### config.mk
export PLATFORM = sky130hd
export DESIGN_NAME = conv_fault_detector
export DESIGN_NICKNAME = d
export VERILOG_FILES = /design/src/rtl/conv_fault_pkg.sv /design/src/rtl/cf_debounce.sv /design/src/rtl/cf_start_window.sv /design/src/rtl/conv_fault_detector.sv
export SDC_FILE = /design/constraint.sdc
export NUM_CORES = 1
export LEC_CHECK = 0
export CAP_MARGIN = 10
export CORE_MARGIN = 5
export CORE_UTILIZATION = 55
export CTS_CLUSTER_DIAMETER = 120
export DETAILED_ROUTE_END_ITERATION = 7
export PLACE_DENSITY = 0.8
export SETUP_SLACK_MARGIN = 0.4
export SLEW_MARGIN = 25
export SYNTH_ARGS = -nofsm -noshare
export SYNTH_HDL_FRONTEND = slang
export SYNTH_HIERARCHICAL = 1
export SYNTH_SLANG_ARGS = --single-unit
### constraint.sdc
create_clock -name clk -period 2 [get_ports clk]
set_input_delay 0.2 -clock clk [delete_from_list [all_inputs] [get_ports clk]]
set_output_delay 0.2 -clock clk [all_outputs]
set_load 0.005 [all_outputs]
### src/rtl/conv_fault_pkg.sv
package conv_fault_pkg;

    typedef enum logic [1:0] {
        CF_IDLE  = 2'd0,
        CF_START = 2'd1,
        CF_RUN   = 2'd2,
        CF_TRIP  = 2'd3
    } cf_state_e;

    typedef struct packed {
        logic sc;
        logic ovl;
    } cf_evt_t;

    // Cycles spanned by a duration in ns at a clock given in kHz.
    function automatic int unsigned ns_to_cycles(int unsigned khz, int unsigned ns);
        longint unsigned prod;
        longint unsigned cyc;
        prod = 64'(khz) * 64'(ns);
        cyc  = prod / 64'd1000000;
        if (cyc == 64'd0) cyc = 64'd1;
        return 32'(cyc);
    endfunction

endpackage

### src/rtl/cf_debounce.sv
module cf_debounce #(
    parameter int unsigned LEN = 4
) (
    input  logic clk,
    input  logic rst,
    input  logic arm,
    input  logic raw,
    output logic q,
    output logic rise
);
    localparam int unsigned W = $clog2(LEN + 1);

    logic [W-1:0] cnt;
    logic         q_prev;

    always_ff @(posedge clk) begin
        if (rst) begin
            cnt <= '0;
        end else if (!(arm && raw)) begin
            cnt <= '0;
        end else if (cnt != W'(LEN)) begin
            cnt <= cnt + 1'b1;
        end
    end

    assign q = (cnt == W'(LEN));

    always_ff @(posedge clk) begin
        if (rst) q_prev <= 1'b0;
        else     q_prev <= q;
    end

    assign rise = q && !q_prev;

    // a qualified level only appears after a sampled, armed comparator
    a_r2_rise_needs_input: assert property (@(posedge clk) disable iff (rst)
        $rose(q) |-> $past(arm && raw));

    // a low or disarmed sample drops the level at the next edge
    a_r3_restart: assert property (@(posedge clk) disable iff (rst)
        !(arm && raw) |=> !q);

endmodule

### src/rtl/cf_start_window.sv
module cf_start_window #(
    parameter int unsigned LEN = 6
) (
    input  logic clk,
    input  logic rst,
    input  logic run,
    output logic done
);
    localparam int unsigned W = $clog2(LEN + 1);

    logic [W-1:0] cnt;

    always_ff @(posedge clk) begin
        if (rst || !run) begin
            cnt <= '0;
        end else if (cnt != W'(LEN - 1)) begin
            cnt <= cnt + 1'b1;
        end
    end

    assign done = run && (cnt == W'(LEN - 1));

endmodule

### src/rtl/conv_fault_detector.sv
module conv_fault_detector
    import conv_fault_pkg::*;
#(
    parameter int unsigned CLK_KHZ = 100000,
    parameter int unsigned ILIM_NS = 20000,
    parameter int unsigned SC_NS   = 1000000
) (
    input  logic clk,
    input  logic rst,
    input  logic conv_en_i,
    input  logic ilim_cmp_i,
    input  logic uv_cmp_i,
    output logic ilim_active_o,
    output logic ilim_evt_o,
    output logic sc_evt_o,
    output logic ovl_evt_o,
    output logic conv_off_req_o
);
    localparam int unsigned ILIM_CYC = ns_to_cycles(CLK_KHZ, ILIM_NS);
    localparam int unsigned SC_CYC   = ns_to_cycles(CLK_KHZ, SC_NS);

    cf_state_e state;
    cf_evt_t   evt_q;
    logic      win_done;
    logic      ilim_q;
    logic      ilim_rise;
    logic      ovl_q;
    logic      ovl_rise;

    wire win_run  = conv_en_i && (state == CF_START);
    wire ilim_arm = conv_en_i && ((state == CF_START) || (state == CF_RUN));
    wire ovl_arm  = conv_en_i && (state == CF_RUN);

    cf_start_window #(.LEN(SC_CYC)) u_window (
        .clk  (clk),
        .rst  (rst),
        .run  (win_run),
        .done (win_done)
    );

    cf_debounce #(.LEN(ILIM_CYC)) u_ilim (
        .clk  (clk),
        .rst  (rst),
        .arm  (ilim_arm),
        .raw  (ilim_cmp_i),
        .q    (ilim_q),
        .rise (ilim_rise)
    );

    cf_debounce #(.LEN(SC_CYC)) u_ovl (
        .clk  (clk),
        .rst  (rst),
        .arm  (ovl_arm),
        .raw  (uv_cmp_i),
        .q    (ovl_q),
        .rise (ovl_rise)
    );

    always_ff @(posedge clk) begin
        if (rst) begin
            state <= CF_IDLE;
            evt_q <= '0;
        end else begin
            evt_q <= '0;
            if (!conv_en_i) begin
                state <= CF_IDLE;
            end else begin
                case (state)
                    CF_IDLE:  state <= CF_START;
                    CF_START: begin
                        if (win_done) begin
                            if (uv_cmp_i) begin
                                state    <= CF_TRIP;
                                evt_q.sc <= 1'b1;
                            end else begin
                                state <= CF_RUN;
                            end
                        end
                    end
                    CF_RUN: begin
                        if (ovl_q) begin
                            state     <= CF_TRIP;
                            evt_q.ovl <= 1'b1;
                        end
                    end
                    default: state <= CF_TRIP;
                endcase
            end
        end
    end

    assign ilim_active_o  = ilim_q;
    assign ilim_evt_o     = ilim_rise;
    assign sc_evt_o       = evt_q.sc;
    assign ovl_evt_o      = evt_q.ovl;
    assign conv_off_req_o = (state == CF_TRIP);

    // the event pulse only accompanies an active level
    a_r2_evt_with_level: assert property (@(posedge clk) disable iff (rst)
        ilim_evt_o |-> ilim_active_o);

    // the disable request only starts with a short-circuit or overload event
    a_r4_off_has_cause: assert property (@(posedge clk) disable iff (rst)
        $rose(conv_off_req_o) |-> (sc_evt_o || ovl_evt_o));

    // a start-up trip reflects a high undervoltage sample
    a_r5_sc_sampled: assert property (@(posedge clk) disable iff (rst)
        sc_evt_o |-> $past(uv_cmp_i));

    // an overload trip follows a qualified overload level
    a_r7_ovl_qualified: assert property (@(posedge clk) disable iff (rst)
        ovl_evt_o |-> $past(ovl_q));

    // a tripped converter stays off while enable is held
    a_r8_hold: assert property (@(posedge clk) disable iff (rst)
        conv_off_req_o && conv_en_i |=> conv_off_req_o);

    // dropping enable clears the request and the current-limit level
    a_r9_release: assert property (@(posedge clk) disable iff (rst)
        !conv_en_i |=> (!conv_off_req_o && !ilim_active_o));

    // derived counts are usable
    initial begin
        a_r10_counts: assert (ILIM_CYC >= 1 && SC_CYC >= 1);
    end

endmodule

==> results of run 1 <==
-- power by group through the flow --
stage	Clock, mW	Sequential (mW)	Combinational (mW)
2_1_floorplan	0	1.03	0.0406
3_3_place_gp	0	1.03	0.0608
3_5_place_dp	0	1.03	0.0630
4_1_cts	0.626	1.00	0.0735
5_1_grt	0.667	1.00	0.0946
6_report	0.616	1.00	0.0881
-- per-stage QoR --
| stage | std cells | power, mW |
|---|---|---|
| finish | 384 | 1.71 |
| global route | 384 | 1.76 |
| detailed placement | 356 | 1.09 |
| global placement | 356 | 1.09 |
| CTS | 378 | 1.70 |
| floorplan | 297 | 1.07 |
-- layout make-up --
cell class | instances | area share (%)
repair buffers | 35 | 9.32
multi-input cells | 224 | 52.1
inverters | 13 | 1.59
clock inverters | 2 | 0.387
flip-flops and latches | 50 | 31.9
well taps | 54 | 2.09
clock buffers | 6 | 2.55
-- sequential cells by signal, indices dropped and copies added, names as in the netlist --
signal,flops
ovl_evt_o,1
sc_evt_o,1
state,2
u_ilim/cnt,11
u_ilim/q_prev,1
u_ovl/cnt,17
u_window/cnt,17
-- timing repair --
action	CTS	global route
setup endpoints to repair	11	25
setup buffers	14	4
cloned	0	2
pin swaps	6	2
resized for setup	36	43
-- critical path: cells and delay by family, from the launching register on --
family	cells	cell delay, ns
adders and majority gates	1	0.13
and+or+nand+nor	3	0.58
buffers and inverters	3	0.31
DFF	1	0.35
-- worst paths after layout --
path,cells after the start,from,endpoint,slack [ns]
worst max-delay path,7,u_ilim/cnt[0]$_SDFFE_PP0P_,ilim_evt_o,0.14
worst min-delay path,2,u_ovl/cnt[15]$_SDFFE_PP0P_,u_ovl/cnt[15]$_SDFFE_PP0P_,0.49
worst max register to register,6,u_ilim/cnt[0]$_SDFFE_PP0P_,u_ilim/cnt[10]$_SDFFE_PP0P_,0.37
worst min register to register,2,u_ovl/cnt[15]$_SDFFE_PP0P_,u_ovl/cnt[15]$_SDFFE_PP0P_,0.49
-- metal layers --
metal / up-vias / routed length (µm)
met1: 1127 / 2740
met5: - / 0
met2: 65 / 3060
li1: 1151 / -
met4: 0 / 136
met3: 13 / 297
==> results.sh, run 1 <==
export IMPL_clk_latency_ns=0.31
export IMPL_cts_buffers=5
export IMPL_vias=2356
export IMPL_area_delta_synth_final_pct=22.0
export IMPL_maxCapViolCount=0
export IMPL_dpl_worst_slack_ns=0.132
export IMPL_final_common_cell="dfxtp_1"
export IMPL_slew_violations=0
export IMPL_grtUsageMet3_pct=4.63
export IMPL_drc=0
export IMPL_leakage_nw=1.08
export IMPL_p_per_area_nw_per_um2=528
export IMPL_finalHoldViolCount=0
export IMPL_critical_path_peak_fanout=2
export IMPL_power_frac_seq_pct=58.7
export IMPL_seq_area_um2=1030
export IMPL_crit_chain="inv_2 -> ha_4 -> nand4bb_1 -> or3_4 -> buf_6 -> nor2_4 -> buf_6"
export IMPL_finalCritPeriodShare_pct=93.2
export IMPL_die_w_um=79.4
export IMPL_pin_count=10
export IMPL_use_met2_pct=31.4
export IMPL_root_buffer="clkbuf_8"
export IMPL_crit_path_end_kind="output port"
export IMPL_cts_tree="yes"
export IMPL_wl_per_cell_um=16.2
export IMPL_nNetsFinal=344
export IMPL_grt_pass1_vias=2158
export IMPL_placed_cell_area_um2=2800
export IMPL_diodes=0
export IMPL_ant_nets=0
export IMPL_stdcell_area_um2=3230
export IMPL_drive_gt1_share_pct=30.3
export IMPL_rsz0062_at_grt="true"
export IMPL_syn_avg_cell_area_um2=8.93
export IMPL_clock_path_buffers=2
export IMPL_crit_path_start_kind="register"
export IMPL_skew_ns=0.00989
export IMPL_setup_ws_ns=0.136
export IMPL_multiInputGateArea_um2=1690
export IMPL_cts_clk_slew_worst_paths_ns=0.09
export IMPL_ys_warn_count=6
export IMPL_slew_headroom_pct=71.8
export IMPL_hold_ws_ns=0.493
export IMPL_status="finished, final reports clean"
export IMPL_grt_max_degree=21
export IMPL_switching_share_pct=22.8
export IMPL_cpMaxStageDelayCell="or3_4"
export IMPL_max_freq_mhz=536
export IMPL_clockPowerShare_pct=36.1
export IMPL_mostFrequentLayoutCells="dfxtp_1, nand2_1, buf_4, nand3_1, nor2_1"
export IMPL_fin_crit_ns=1.86
export IMPL_grt_pass1_wl_um=9380
export IMPL_worstMarginPinSlew_ns=0.418
export IMPL_port_buffers=9
export IMPL_postSynthCellCount=297
export IMPL_dieArea_um2=6310
export IMPL_synth_nets=312
export IMPL_power_frac_comb_pct=5.2
export IMPL_gp_congestion=0.796
export IMPL_cp_common_cell="buf_6"
export IMPL_nFillCells=333
export IMPL_power_switching_uw=389
export IMPL_cts_max_level=2
export IMPL_cp_required_ns=1.80
export IMPL_clkSinkCount=50
export IMPL_met1_usage_pct=22.4
export IMPL_hpwl_um=3660
export IMPL_synth_area_um2=2650
export IMPL_ir_drop_mv=0.306
export IMPL_grt_overflow=0
export IMPL_grt_usage_pct=18.4
export IMPL_setup_viol=0
export IMPL_p_int_mw=1.32
export IMPL_viasPerCell=6.14
export IMPL_slowest_delay_ns=0.36
export IMPL_firstDrtPassIters=4
export IMPL_die_y_um=79.4
export IMPL_min_path_type="reg2reg"
export IMPL_busiest_layer="met2"
export IMPL_drt_iter0_markers=190
export IMPL_crit_type="reg2out"
export IMPL_hold_buffers=0
export IMPL_wl_um=6230
export IMPL_crit_arrival_ns=1.66
export IMPL_core_um2=4690
export IMPL_start_util_pct=56.5
export IMPL_antenna_found_initial=0
export IMPL_finalSetupTns_ns=0
export IMPL_placement_rows=25
export IMPL_final_util_pct=68.9
Note: power is estimated with default switching activity, not from simulation.
==> inputs of run 2 (changes only) <==
DONT_BUFFER_PORTS = 1   (was default)
PLACE_DENSITY = 0.77   (was 0.8)
SLEW_MARGIN = 30   (was 25)
==> run 2 against run 1 <==
Net effect:
- via count decreased by 3.6%
- non-clock buffer count decreased by 7
- hold slack got worse by 0.46 ns
- sequential share of layout area increased by 0.80 points
- wire length decreased by 9.1%
- largest cell class unchanged
- largest power group unchanged
- highest routed layer unchanged
==> results.sh, run 2 (same netlist as run 1, synthesis figures left out) <==
export IMPL_cp_required_ns=1.80
export IMPL_nNetsFinal=338
export IMPL_grt_pass1_wl_um=9110
export IMPL_crit_arrival_ns=1.46
export IMPL_max_freq_mhz=601
export IMPL_nFillCells=364
export IMPL_switching_share_pct=22.1
export IMPL_clkSinkCount=50
export IMPL_root_buffer="clkbuf_8"
export IMPL_wl_per_cell_um=15.0
export IMPL_vias=2272
export IMPL_final_common_cell="dfxtp_1"
export IMPL_cts_buffers=5
export IMPL_ir_drop_mv=0.272
export IMPL_pin_count=10
export IMPL_critical_path_depth=5
export IMPL_cts_max_level=2
export IMPL_antenna_found_initial=0
export IMPL_cts_clk_slew_worst_paths_ns=0.09
export IMPL_grt_overflow=0
export IMPL_reg2reg_depth=7
export IMPL_ant_nets=0
export IMPL_crit_path_end_kind="output port"
export IMPL_r2r_setup_slack_ns=0.39
export IMPL_finalPower_mw=1.69
export IMPL_placedCellCount=343
export IMPL_setup_viol=0
export IMPL_placed_cell_area_um2=2680
export IMPL_drive_gt1_share_pct=29.0
export IMPL_power_frac_comb_pct=4.1
export IMPL_placement_rows=25
export IMPL_firstDrtPassIters=4
export IMPL_rr_startpoint="u_window/cnt[6]$_SDFFE_PP0P_"
export IMPL_leakage_nw=1.02
export IMPL_critical_path_peak_fanout=3
export IMPL_slowest_delay_ns=0.40
export IMPL_die_w_um=79.4
export IMPL_p_per_area_nw_per_um2=534
export IMPL_clock_path_buffers=2
export IMPL_crit_type="reg2out"
export IMPL_power_frac_seq_pct=59.4
export IMPL_reg_top3="u_ovl/cnt: 17 flops, u_window/cnt: 17 flops, u_ilim/cnt: 11 flops"
export IMPL_fin_crit_ns=1.66
export IMPL_cts_tree="yes"
export IMPL_viasPerCell=6.01
export IMPL_min_path_type="in2reg"
export IMPL_mostFrequentLayoutCells="dfxtp_1, nand2_1, buf_4, nand3_1, nor2_1"
export IMPL_rsz0062_at_grt="true"
export IMPL_finalSetupTns_ns=0
export IMPL_core_um2=4690
export IMPL_cpMaxStageDelayCell="or3_4"
export IMPL_critical_path_top_delay_family="simple AND/OR/NAND/NOR gates"
export IMPL_slew_headroom_pct=74.5
export IMPL_diodes=0
export IMPL_crit_chain="inv_2 -> ha_4 -> nand4bb_1 -> or3_4 -> nor2_4"
export IMPL_grt_max_degree=21
export IMPL_drc=0
export IMPL_cp_num_buf_inv=1
export IMPL_maxCapViolCount=0
export IMPL_power_switching_uw=372
export IMPL_cp_startpoint="u_ilim/cnt[1]$_SDFFE_PP0P_"
export IMPL_wl_um=5660
export IMPL_fin_cells=378
export IMPL_gp_congestion=0.827
export IMPL_grt_usage_pct=17.9
export IMPL_worstMarginPinSlew_ns=0.378
export IMPL_r2r_end="state[1]$_SDFFE_PP0P_"
export IMPL_crit_path_start_kind="register"
export IMPL_hold_ws_ns=0.0345
export IMPL_grt_pass1_vias=2035
export IMPL_area_delta_synth_final_pct=19.0
export IMPL_status="finished, final reports clean"
export IMPL_finalHoldViolCount=0
export IMPL_stdcell_area_um2=3160
export IMPL_finalCritPeriodShare_pct=83.2
export IMPL_clk_latency_ns=0.31
export IMPL_start_util_pct=56.5
export IMPL_drt_iter0_markers=167
export IMPL_hpwl_um=3400
export IMPL_p_int_mw=1.31
export IMPL_port_buffers=0
export IMPL_crit_path_end="ilim_evt_o"
export IMPL_dieArea_um2=6310
export IMPL_slew_violations=0
export IMPL_clockPowerShare_pct=36.5
export IMPL_skew_ns=0.0124
export IMPL_die_y_um=79.4
-- run 2: worst reg2reg max path: cells and delay by family (launching register included) --
family                 cells  cell delay, ns
AOI/OAI and AO/OA          1            0.23
buffers and inverters      1            0.14
DFF                        1            0.38
and+or+nand+nor            5            0.79
-- run 2: power by group through the flow --
stage	clock (mW)	combinational [mW]	sequential, mW
3_5_place_dp	0	0.0470	1.03
4_1_cts	0.640	0.0589	1.00
2_1_floorplan	0	0.0406	1.03
3_3_place_gp	0	0.0474	1.03
5_1_grt	0.688	0.0751	1.00
6_report	0.615	0.0696	1.00
-- run 2: worst min-delay path by stage --
| stage | from | to | slack (ns) | depth (start not counted) |
|---|---|---|---|---|
| after global placement | rst | u_ilim/q_prev$_SDFF_PP0_ | 0.27 | 1 |
| after global routing | uv_cmp_i | sc_evt_o$_SDFF_PP0_ | 0.02 | 2 |
| after CTS | uv_cmp_i | sc_evt_o$_SDFF_PP0_ | 0.04 | 2 |
| after detailed placement | rst | u_ilim/q_prev$_SDFF_PP0_ | 0.28 | 1 |
| after floorplan | rst | u_ilim/q_prev$_SDFF_PP0_ | 0.27 | 1 |
| final | uv_cmp_i | sc_evt_o$_SDFF_PP0_ | 0.03 | 2 |
-- run 2: layout make-up --
class | instances | area, µm² | share of cell area (%)
clock inverters | 1 | 8.76 | 0.278
multi-input cells | 225 | 1670 | 53.1
repair buffers | 28 | 235 | 7.45
well taps | 54 | 67.6 | 2.14
inverters | 13 | 51.3 | 1.63
clock buffers | 7 | 86.3 | 2.74
flip-flops and latches | 50 | 1030 | 32.7
-- run 2: timing repair --
action	4_1_cts	5_1_grt
setup endpoints to repair	18	35
pin swaps	7	15
hold buffers	1	0
gates resized for setup	25	37
setup buffers	19	6
endpoints found under the hold margin	1	0
gates cloned	0	1
-- run 2: layer usage --
metal,up-vias,global-route usage [%],part of all wire (%)
li1,1142,-,-
met5,-,0,0
met1,1087,22.8,45
met4,0,5.67,1.0
met2,37,29.1,50
met3,6,5.08,3.7
-- run 2: metrics by stage --
| stage | setup WS [ns] | util (%) |
|---|---|---|
| finish | 0.336 | 67.3 |
| global route | 0.270 | 67.3 |
| CTS | 0.305 | 63.9 |
| detailed placement | 0.214 | 57.0 |
| global placement | 0.294 | 57.0 |
| floorplan | 0.404 | - |
==> inputs of run 3 (changes only) <==
clock period = 1.62 ns   (was 2 ns; I/O delays follow)
==> run 3 against run 2 <==
Net effect:
- the flow now finishes with violations (negative setup slack)
- wire length grew 110%
- total power grew 31%
- utilization grew 24 points
- count of clock-buffer cells in the layout shrank 1
- non-clock buffer count grew 53
- hold slack gained 0.0046 ns
- global-route usage grew 12 points
- flip-flop and latch count is the same
- first-iteration DRC count grew to 4.0 times the previous value
- sequential power grew 23%
- critical path type unchanged
- critical endpoint unchanged
- largest power group unchanged
==> results.sh, run 3 (same netlist as run 1, synthesis figures left out) <==
export IMPL_status="complete, but fails checks"
export IMPL_violations="negative setup slack"
export IMPL_gp_congestion=0.834
export IMPL_clock_path_buffers=2
export IMPL_setup_viol=8
export IMPL_ant_nets=0
export IMPL_dieArea_um2=6310
export IMPL_critical_path_peak_fanout=4
export IMPL_vias=3163
export IMPL_max_freq_mhz=563
export IMPL_pin_count=10
export IMPL_met1_usage_pct=34.4
export IMPL_crit_type="reg2out"
export IMPL_crit_arrival_ns=1.61
export IMPL_wl_um=11900
export IMPL_p_per_area_nw_per_um2=514
export IMPL_finalSetupTns_ns=-0.628
export IMPL_placedCellCount=363
export IMPL_start_util_pct=56.5
export IMPL_root_buffer="clkbuf_8"
export IMPL_port_buffers=0
export IMPL_drt_iter0_markers=666
export IMPL_cp_startpoint="u_ilim/cnt[0]$_SDFFE_PP0P_"
export IMPL_antenna_found_initial=0
export IMPL_grt_usage_pct=29.9
export IMPL_crit_path_end="ilim_evt_o"
export IMPL_maxCapViolCount=0
export IMPL_rr_startpoint="u_ovl/cnt[15]$_SDFFE_PP0P_"
export IMPL_grt_pass1_vias=2877
export IMPL_viasPerCell=7.34
export IMPL_hpwl_um=3820
export IMPL_grt_pass1_wl_um=14700
export IMPL_skew_ns=0.0222
export IMPL_placement_rows=25
export IMPL_grt_max_degree=17
export IMPL_die_w_um=79.4
export IMPL_nNetsFinal=391
export IMPL_wl_per_cell_um=27.6
export IMPL_multiInputGateArea_um2=2140
export IMPL_r2r_end="u_ovl/cnt[0]$_SDFFE_PP0P_"
export IMPL_drc=0
export IMPL_setup_ws_ns=-0.156
export IMPL_crit_path_start_kind="register"
export IMPL_grt_overflow=0
export IMPL_clkSinkCount=50
export IMPL_fin_crit_ns=1.78
export IMPL_core_um2=4690
export IMPL_die_y_um=79.4
export IMPL_cpMaxStageDelayCell="or3_4"
export IMPL_area_delta_synth_final_pct=61.7
export IMPL_seq_area_um2=1060
export IMPL_hold_ws_ns=0.0391
export IMPL_grtUsageMet3_pct=7.90
export IMPL_cts_max_level=2
export IMPL_crit_path_end_kind="output port"
export IMPL_use_met2_pct=50.7
export IMPL_cts_clk_slew_worst_paths_ns=0.11
export IMPL_slew_violations=0
export IMPL_slew_headroom_pct=72.5
export IMPL_min_path_type="in2reg"
export IMPL_nFillCells=157
export IMPL_reg2reg_depth=6
export IMPL_busiest_layer="met2"
export IMPL_ir_drop_mv=0.410
export IMPL_crit_chain="inv_4 -> ha_4 -> nand4bb_1 -> or3_4 -> nor2_4"
export IMPL_r2r_setup_slack_ns=-0.10
export IMPL_cp_required_ns=1.46
export IMPL_slowest_delay_ns=0.42
export IMPL_worstMarginPinSlew_ns=0.409
export IMPL_finalCritPeriodShare_pct=110
export IMPL_diodes=0
export IMPL_reg_top3="u_ovl/cnt: 17 flops, u_window/cnt: 17 flops, u_ilim/cnt: 11 flops"
export IMPL_mostFrequentLayoutCells="buf_4, buf_6, dfxtp_1, a21oi_2"
export IMPL_final_common_cell="buf_4"
export IMPL_cts_buffers=5
export IMPL_cts_tree="yes"
export IMPL_rsz0062_at_grt="true"
export IMPL_leakage_nw=1.51
export IMPL_firstDrtPassIters=5
export IMPL_finalHoldViolCount=0
export IMPL_drive_gt1_share_pct=61.0
export IMPL_fin_cells=431
export IMPL_clk_latency_ns=0.33
==> run 3: changes by cell type in the layout (fill, tap and decap cells not counted), moves of 7 or more <==
cell,delta
nor2_4,+7
nor2_1,-10
nand2_1,-14
nand2_2,+9
buf_6,+28
a21oi_2,+13
ha_4,+7
buf_4,+15
a21oi_1,-14
dfxtp_1,-10
==> run 3: layout make-up <==
cell class                 count  share of cell area, %
multi-input combinational    225                   49.9
sequential                    50                   24.7
timing repair buffer          81                   20.3
clock buffer                   6                   1.69
tap                           54                   1.58
inverter                      13                   1.55
clock inverter                 2                  0.321
==> run 3: critical path, delay by kind of cell, from the launching register on <==
kind	cells	cell delay (ns)
fa+ha+maj	1	0.13
buf+inv	1	0.08
flops	1	0.38
simple gates	3	0.70
==> run 3: per-stage QoR <==
stage               cell area (µm²)  util [%]  worst slack, ns  power [mW]
CTS                            3800      80.9          -0.0298        2.12
floorplan                      2840         -           0.0593        1.33
global placement               2990      63.8           0.0116        1.34
finish                         4290      91.4           -0.156        2.20
global route                   4290      91.4           -0.186        2.26
detailed placement             2990      63.8          -0.0391        1.35
==> run 3: what timing repair did <==
item | in CTS | in global routing
hold endpoints to repair | 2 | 0
hold buffers | 2 | 0
setup buffers | 30 | 22
cloned | 6 | 0
resized for setup | 103 | 74
pin swaps | 39 | 22
setup endpoints to repair | 52 | 53
==> run 3: report_power, final <==
part           switching (mW)  internal (mW)
Clock                   0.474          0.310
Combinational          0.0913         0.0994
Sequential            0.00998           1.22
==> run 3: worst min path at each step <==
stage,from,slack [ns],to,cells after the start
CTS,rst,0.03,ovl_evt_o$_SDFF_PP0_,1
floorplan,rst,0.23,u_ilim/q_prev$_SDFF_PP0_,1
global placement,rst,0.24,u_ilim/q_prev$_SDFF_PP0_,1
finish,rst,0.04,ovl_evt_o$_SDFF_PP0_,1
detailed placement,rst,0.24,u_ilim/q_prev$_SDFF_PP0_,1
global route,rst,0.04,ovl_evt_o$_SDFF_PP0_,1
==> run 3: metal layers <==
layer,vias to the layer above,share of wire (%)
met3,93,12
met4,0,6.4
li1,1252,-
met5,-,0
met2,324,45
met1,1494,37
